$ cat config.mk
export PLATFORM = sky130hd
export DESIGN_NAME = store_bypass_buf
export DESIGN_NICKNAME = d
export VERILOG_FILES = /design/src/rtl/store_bypass_buf_pkg.sv /design/src/rtl/sbb_store_queue.sv /design/src/rtl/sbb_port_arb.sv /design/src/rtl/store_bypass_buf.sv
export SDC_FILE = /design/constraint.sdc
export NUM_CORES = 1
export LEC_CHECK = 0
export BUFFER_PORTS_ARGS = -buffer_cell sky130_fd_sc_hd__buf_2
export CORE_MARGIN = 1.5
export CORE_UTILIZATION = 30
export CTS_BUF_LIST = sky130_fd_sc_hd__clkbuf_2
export DETAILED_ROUTE_END_ITERATION = 10
export SYNTH_ARGS = -nofsm -noshare
export SYNTH_HDL_FRONTEND = slang
export SYNTH_SLANG_ARGS = --single-unit
$ cat constraint.sdc
create_clock -name clk_i -period 2.8 [get_ports clk_i]
set_clock_uncertainty 0.2 [all_clocks]
set_input_delay 0.14 -clock clk_i [delete_from_list [all_inputs] [get_ports clk_i]]
set_output_delay 0.14 -clock clk_i [all_outputs]
set_load 0.01 [all_outputs]
$ cat src/rtl/store_bypass_buf_pkg.sv
package store_bypass_buf_pkg;
  typedef enum logic [1:0] {
    PORT_IDLE = 2'd0,
    PORT_LOAD = 2'd1,
    PORT_STORE = 2'd2
  } port_state_e;
endpackage

$ cat src/rtl/sbb_store_queue.sv
module sbb_store_queue #(
  parameter int DEPTH  = 8,
  parameter int ADDR_W = 32,
  parameter int DATA_W = 32,
  localparam int PTR_W = (DEPTH > 1) ? $clog2(DEPTH) : 1,
  localparam int CNT_W = $clog2(DEPTH + 1)
) (
  input  logic              clk_i,
  input  logic              rst_ni,
  input  logic              push_i,
  input  logic [ADDR_W-1:0] push_addr_i,
  input  logic [DATA_W-1:0] push_data_i,
  input  logic              pop_i,
  input  logic [ADDR_W-1:0] probe_addr_i,
  output logic [ADDR_W-1:0] head_addr_o,
  output logic [DATA_W-1:0] head_data_o,
  output logic              hit_o,
  output logic              full_o,
  output logic              empty_o,
  output logic [CNT_W-1:0]  count_o
);
  logic [ADDR_W-1:0] addr_q [DEPTH];
  logic [DATA_W-1:0] data_q [DEPTH];
  logic [DEPTH-1:0]  vld_q;
  logic [DEPTH-1:0]  hit_vec;
  logic [PTR_W-1:0]  wr_ptr_q, rd_ptr_q;
  logic [CNT_W-1:0]  cnt_q;

  function automatic logic [PTR_W-1:0] ptr_inc(input logic [PTR_W-1:0] p);
    return (p == PTR_W'(DEPTH - 1)) ? '0 : p + PTR_W'(1);
  endfunction

  // parallel compare against every valid entry
  for (genvar g = 0; g < DEPTH; g++) begin : g_cmp
    assign hit_vec[g] = vld_q[g] && (addr_q[g] == probe_addr_i);
  end

  assign hit_o       = |hit_vec;
  assign head_addr_o = addr_q[rd_ptr_q];
  assign head_data_o = data_q[rd_ptr_q];
  assign count_o     = cnt_q;
  assign full_o      = (cnt_q == CNT_W'(DEPTH));
  assign empty_o     = (cnt_q == '0);

  always_ff @(posedge clk_i or negedge rst_ni) begin
    if (!rst_ni) begin
      for (int i = 0; i < DEPTH; i++) begin
        addr_q[i] <= '0;
        data_q[i] <= '0;
      end
      vld_q    <= '0;
      wr_ptr_q <= '0;
      rd_ptr_q <= '0;
      cnt_q    <= '0;
    end else begin
      if (push_i) begin
        addr_q[wr_ptr_q] <= push_addr_i;
        data_q[wr_ptr_q] <= push_data_i;
        vld_q[wr_ptr_q]  <= 1'b1;
        wr_ptr_q         <= ptr_inc(wr_ptr_q);
      end
      if (pop_i) begin
        vld_q[rd_ptr_q] <= 1'b0;
        rd_ptr_q        <= ptr_inc(rd_ptr_q);
      end
      if (push_i && !pop_i)      cnt_q <= cnt_q + CNT_W'(1);
      else if (!push_i && pop_i) cnt_q <= cnt_q - CNT_W'(1);
    end
  end
endmodule

$ cat src/rtl/sbb_port_arb.sv
module sbb_port_arb
  import store_bypass_buf_pkg::*;
(
  input  logic clk_i,
  input  logic rst_ni,
  input  logic ld_req_i,
  input  logic st_req_i,
  input  logic mem_ready_i,
  input  logic mem_rsp_valid_i,
  output logic ld_ok_o,
  output logic sel_st_o,
  output logic mem_valid_o,
  output logic retire_o,
  output logic rsp_valid_o
);
  port_state_e state_q, state_d;
  logic        hold_q;
  logic        idle, sel_ld, sel_st;

  assign idle   = (state_q == PORT_IDLE);
  // a held drain keeps the port; otherwise a load goes first
  assign sel_st = idle && st_req_i && (hold_q || !ld_req_i);
  assign sel_ld = idle && ld_req_i && !hold_q;

  assign ld_ok_o     = idle && !hold_q && mem_ready_i;
  assign sel_st_o    = sel_st;
  assign mem_valid_o = sel_st || sel_ld;
  assign retire_o    = (state_q == PORT_STORE) && mem_rsp_valid_i;
  assign rsp_valid_o = (state_q == PORT_LOAD) && mem_rsp_valid_i;

  always_comb begin
    state_d = state_q;
    unique case (state_q)
      PORT_IDLE: begin
        if (sel_ld && mem_ready_i)      state_d = PORT_LOAD;
        else if (sel_st && mem_ready_i) state_d = PORT_STORE;
      end
      PORT_LOAD, PORT_STORE: if (mem_rsp_valid_i) state_d = PORT_IDLE;
      default: state_d = PORT_IDLE;
    endcase
  end

  always_ff @(posedge clk_i or negedge rst_ni) begin
    if (!rst_ni) begin
      state_q <= PORT_IDLE;
      hold_q  <= 1'b0;
    end else begin
      state_q <= state_d;
      hold_q  <= sel_st && !mem_ready_i;
    end
  end
endmodule

$ cat src/rtl/store_bypass_buf.sv
module store_bypass_buf #(
  parameter int DEPTH  = 8,
  parameter int ADDR_W = 32,
  parameter int DATA_W = 32,
  localparam int CNT_W = $clog2(DEPTH + 1)
) (
  input  logic              clk_i,
  input  logic              rst_ni,
  input  logic              req_valid_i,
  output logic              req_ready_o,
  input  logic              req_write_i,
  input  logic [ADDR_W-1:0] req_addr_i,
  input  logic [DATA_W-1:0] req_wdata_i,
  output logic              rsp_valid_o,
  output logic [DATA_W-1:0] rsp_rdata_o,
  output logic              mem_valid_o,
  input  logic              mem_ready_i,
  output logic              mem_write_o,
  output logic [ADDR_W-1:0] mem_addr_o,
  output logic [DATA_W-1:0] mem_wdata_o,
  input  logic              mem_rsp_valid_i,
  input  logic [DATA_W-1:0] mem_rsp_rdata_i,
  output logic              empty_o,
  output logic [CNT_W-1:0]  count_o
);
  logic              push, retire, hit, full, ld_ok, sel_st;
  logic [ADDR_W-1:0] head_addr;
  logic [DATA_W-1:0] head_data;

  assign push = req_valid_i && req_write_i && !full;

  sbb_store_queue #(.DEPTH(DEPTH), .ADDR_W(ADDR_W), .DATA_W(DATA_W)) u_queue (
    .clk_i       (clk_i),
    .rst_ni      (rst_ni),
    .push_i      (push),
    .push_addr_i (req_addr_i),
    .push_data_i (req_wdata_i),
    .pop_i       (retire),
    .probe_addr_i(req_addr_i),
    .head_addr_o (head_addr),
    .head_data_o (head_data),
    .hit_o       (hit),
    .full_o      (full),
    .empty_o     (empty_o),
    .count_o     (count_o)
  );

  sbb_port_arb u_arb (
    .clk_i          (clk_i),
    .rst_ni         (rst_ni),
    .ld_req_i       (req_valid_i && !req_write_i && !hit),
    .st_req_i       (!empty_o),
    .mem_ready_i    (mem_ready_i),
    .mem_rsp_valid_i(mem_rsp_valid_i),
    .ld_ok_o        (ld_ok),
    .sel_st_o       (sel_st),
    .mem_valid_o    (mem_valid_o),
    .retire_o       (retire),
    .rsp_valid_o    (rsp_valid_o)
  );

  assign req_ready_o = req_write_i ? !full : (ld_ok && !hit);
  assign mem_write_o = sel_st;
  assign mem_addr_o  = sel_st ? head_addr : req_addr_i;
  assign mem_wdata_o = head_data;
  assign rsp_rdata_o = mem_rsp_rdata_i;
endmodule

==> flow_summary.toml <==
[cells_and_area]
nNetsFinal = 2758
design_area_um2 = 37200
stdcell_count = 3941
syn_to_final_growth_pct = 34.1
drive_gt1_share_pct = 58.3
final_util_pct = 40.6

[floorplan]
initial_core_util_pct = 30.3
core_area_um2 = 91700
rows = 111
die_x_um = 307
die_h_um = 307
dieArea_um2 = 94400
io_pins = 207

[clocking]
clock_sinks = 533
root_buffer = "clkbuf_2"
cts_tree = "yes"
clk_latency_ps = 1340
clk_pin_slew_worst_paths_ps = 100
htree_levels = 4
cts.path.max_buffers = 3
cts-buffers-inserted = 154

[sta]
maxSlewHeadroom_pct = 38.4
max_freq_mhz = 224
tightestPinTransition_ps = 924
rsz0062_at_grt = "yes"
fin_crit_ps = 4460
layout_setup_ws_ps = -1660
setup_viol = 67
hold_viol = 0
drv_slew = 0
period_share_pct = 159

[synth]
synth_xor_area_share_pct = 8.17
synth-seq-cells = 533
yosysWarningCount = 0
synth_area_per_cell_um2 = 14.6
synth_top_family_by_area = "multiplexers"
synth_cells = 1908
synth_area_um2 = 27800
yosysSeqAreaShare_pct = 48.0
yosysUniqueCellTypes = 41
synth_mux_area_share_pct = 35.5
yosys.area_share.adder_pct = 0.523
synth_compound_area_share_pct = 0.622
yosys.area_share.simple_pct = 3.00
syn_nets = 2021

[setup_path]
crit_family = "simple AND/OR/NAND/NOR gates"
cp_common_cell = "buf_4"
crit_fanout = 3
crit_slowest_cell = "or4_4"
path_cells = "xor2_1, nor4_2, buf_4, nand4_1, or4_4, nand4_4, nor3_4, nor2_8, buf_4, buf_4, mux2_4, buf_4"
critPathMaxStageDelay_ps = 540
end_kind = "output port"
worst-endpoint-required_ps = 2460
cp.arrival_ps = 4120
cp-start-kind = "register"
cp.buffers_inverters = 4
critical_path_class = "register to output port"

[place]
place_hpwl_um = 61200
gp_congestion = 0.935
place_area_um2 = 32400
dp_cells = 3432
place_ws_ps = -545
numPortBuffers = 142

[power_and_ir_drop]
ir_drop_mv = 0.723
p_leak_nw = 16.7
power_density_nw_per_um2 = 1160
totalPowerFinal_w = 0.0432

[global_routing]
gr-total-overflow = 0
grt_max_degree = 66
antenna_found_initial = 4
grt_pass1_wl_um = 142000
grt_pass1_vias = 22100
grtUsageTotal_pct = 20.2

[run_status]
violations = "negative setup slack"
outcome = "finished with violations"

[worst_hold_path]
hp-class = "primary input to register"

[drt]
drtAntennaViolNets = 0
dr.pass1.iters = 7
via_per_inst = 4.97
wl_per_cell_um = 24.0
wl_um = 94600
drt-initial-drc-count = 1220
drt_drc_violations_left = 0
vias = 19600

[run]
max-cap-violations = 0
==> power breakdown <==
| part | total (W) | internal [W] | switching, W |
|---|---|---|---|
| registers | 0.0141 | 0.0114 | 0.00270 |
| clock network | 0.00605 | 0.00259 | 0.00346 |
| logic | 0.0231 | 0.0137 | 0.00945 |
| total | 0.0432 | 0.0276 | 0.0156 |
==> routing by layer <==
layer | track usage (%) | vias to the layer above | wire length (um)
met5 | 0 | - | 25
li1 | - | 8492 | -
met3 | 4.34 | 196 | 5460
met2 | 33.8 | 622 | 46400
met4 | 9.10 | 4 | 3820
met1 | 25.1 | 10300 | 39000
==> final cells by class <==
type | instances | area [um^2]
Sequential cell | 533 | 13300
Clock inverter | 36 | 285
Tap cell | 1186 | 1480
Fill cell | 8602 | 54400
Clock buffer | 225 | 1130
Antenna cell | 5 | 12.5
Timing Repair Buffer | 773 | 7260
Multi-Input combinational cell | 1176 | 13700
Inverter | 7 | 26.3
==> worst paths after layout <==
kind / startpoint / end / slack, ps / depth (start not counted)
setup / recovery: u_queue.addr_q[245]$_DFFE_PN0P_ / mem_addr_o[29] / -1660 / 12
hold / removal: req_addr_i[19] / u_arb.hold_q$_DFF_PN0_ / 10 / 9
setup reg to reg: u_queue.addr_q[135]$_DFFE_PN0P_ / u_arb.state_q[1]$_DFFE_PN0P_ / 100 / 10
hold reg to reg: u_queue.data_q[179]$_DFFE_PN0P_ / u_queue.data_q[179]$_DFFE_PN0P_ / 310 / 1
max in group asynchronous: rst_ni / u_queue.data_q[189]$_DFFE_PN0P_ / 1130 / 7
min in group asynchronous: rst_ni / u_queue.data_q[238]$_DFFE_PN0P_ / 260 / 5
==> cells by family after synthesis <==
family | Yosys count
adder cells (fa/ha/maj) | 11
AO/OA/AOI/OAI | 23
AND/OR/NAND/NOR | 145
flip-flops | 533
XOR/XNOR | 259
buffers and inverters | 199
multiplexers | 738
==> cell usage in the layout, fill, tap and decap left out, types with 3 or more instances in the layout <==
master	count
a21o_1	3
buf_12	53
buf_16	8
buf_2	76
buf_4	362
buf_6	75
buf_8	4
bufinv_16	5
clkbuf_2	225
clkinv_1	24
clkinv_2	3
dfrtp_1	530
dfrtp_4	3
diode_2	5
dlygate4sd3_1	192
ha_1	10
inv_1	6
mux2_2	549
mux2_4	61
mux4_2	128
nand2_1	25
nand2b_1	7
nand3_1	10
nand4_1	28
nor2_1	3
nor2_4	3
nor3_1	8
nor3_4	6
nor4_1	30
nor4_2	11
o21ai_0	4
o22a_1	3
o32a_1	4
or4_4	3
xnor2_1	106
xor2_1	144
xor2_2	9
==> metrics by stage <==
step / hold WS [ps] / setup TNS, ps
after detailed placement: -140 / -16750
after floorplan: -356 / 0
after CTS: -1220 / -254370
after global placement: -129 / -17490
final: 11.3 / -80990
after global routing: -48.0 / -95780
==> flip-flops by register name (all words and copies together) (netlist names) <==
register and count:
u_queue.addr_q 256, u_queue.data_q 256, u_queue.vld_q 8, u_queue.count_o 4
u_queue.rd_ptr_q 3, u_queue.wr_ptr_q 3, u_arb.state_q 2, u_arb.hold_q 1
==> timing repair <==
| action | 4_1_cts | 5_1_grt |
|---|---|---|
| gates cloned | 9 | 1 |
| gates resized for setup | 157 | 43 |
| buffers inserted | 32 | 20 |
| pin swaps | 10 | 2 |
| endpoints found under the hold margin | 1066 | 5 |
| setup endpoints to repair | 101 | 463 |
| hold buffers | 193 | 3 |
==> synth_stat cells (all sizes together) <==
cell	instances	share of area, %
o22a	3	0.095
a41o	1	0.036
a2111oi	1	0.032
ha	10	0.45
o21ai	4	0.072
o22ai	1	0.023
mux2	610	25
a21oi	3	0.054
nor2	7	0.15
o32a	4	0.14
o21a	1	0.027
nand2	26	0.35
buf	131	3.2
nor4	43	0.97
or4	3	0.095
nor3	16	0.33
a21o	3	0.081
and3	2	0.045
nand4	29	0.68
inv	7	0.095
mux4	128	10
a21boi	1	0.027
dfrtp	533	48
or2	1	0.023
nand2b	7	0.16
nand3	10	0.18
and2	1	0.023
xnor2	106	3.3
xor2	153	4.8
fa	1	0.072
clkbuf	61	0.82
a31o	1	0.032
==> tightest hold or removal path, cell delays in order <==
cell	delay, ps
buf_2	160
xor2_1	200
nor4_2	80
nand4_1	90
or4_4	130
nand4_4	90
nor3_4	300
buf_4	240
nor3_1	70
No activity file was read; power rests on OpenSTA's default activity.
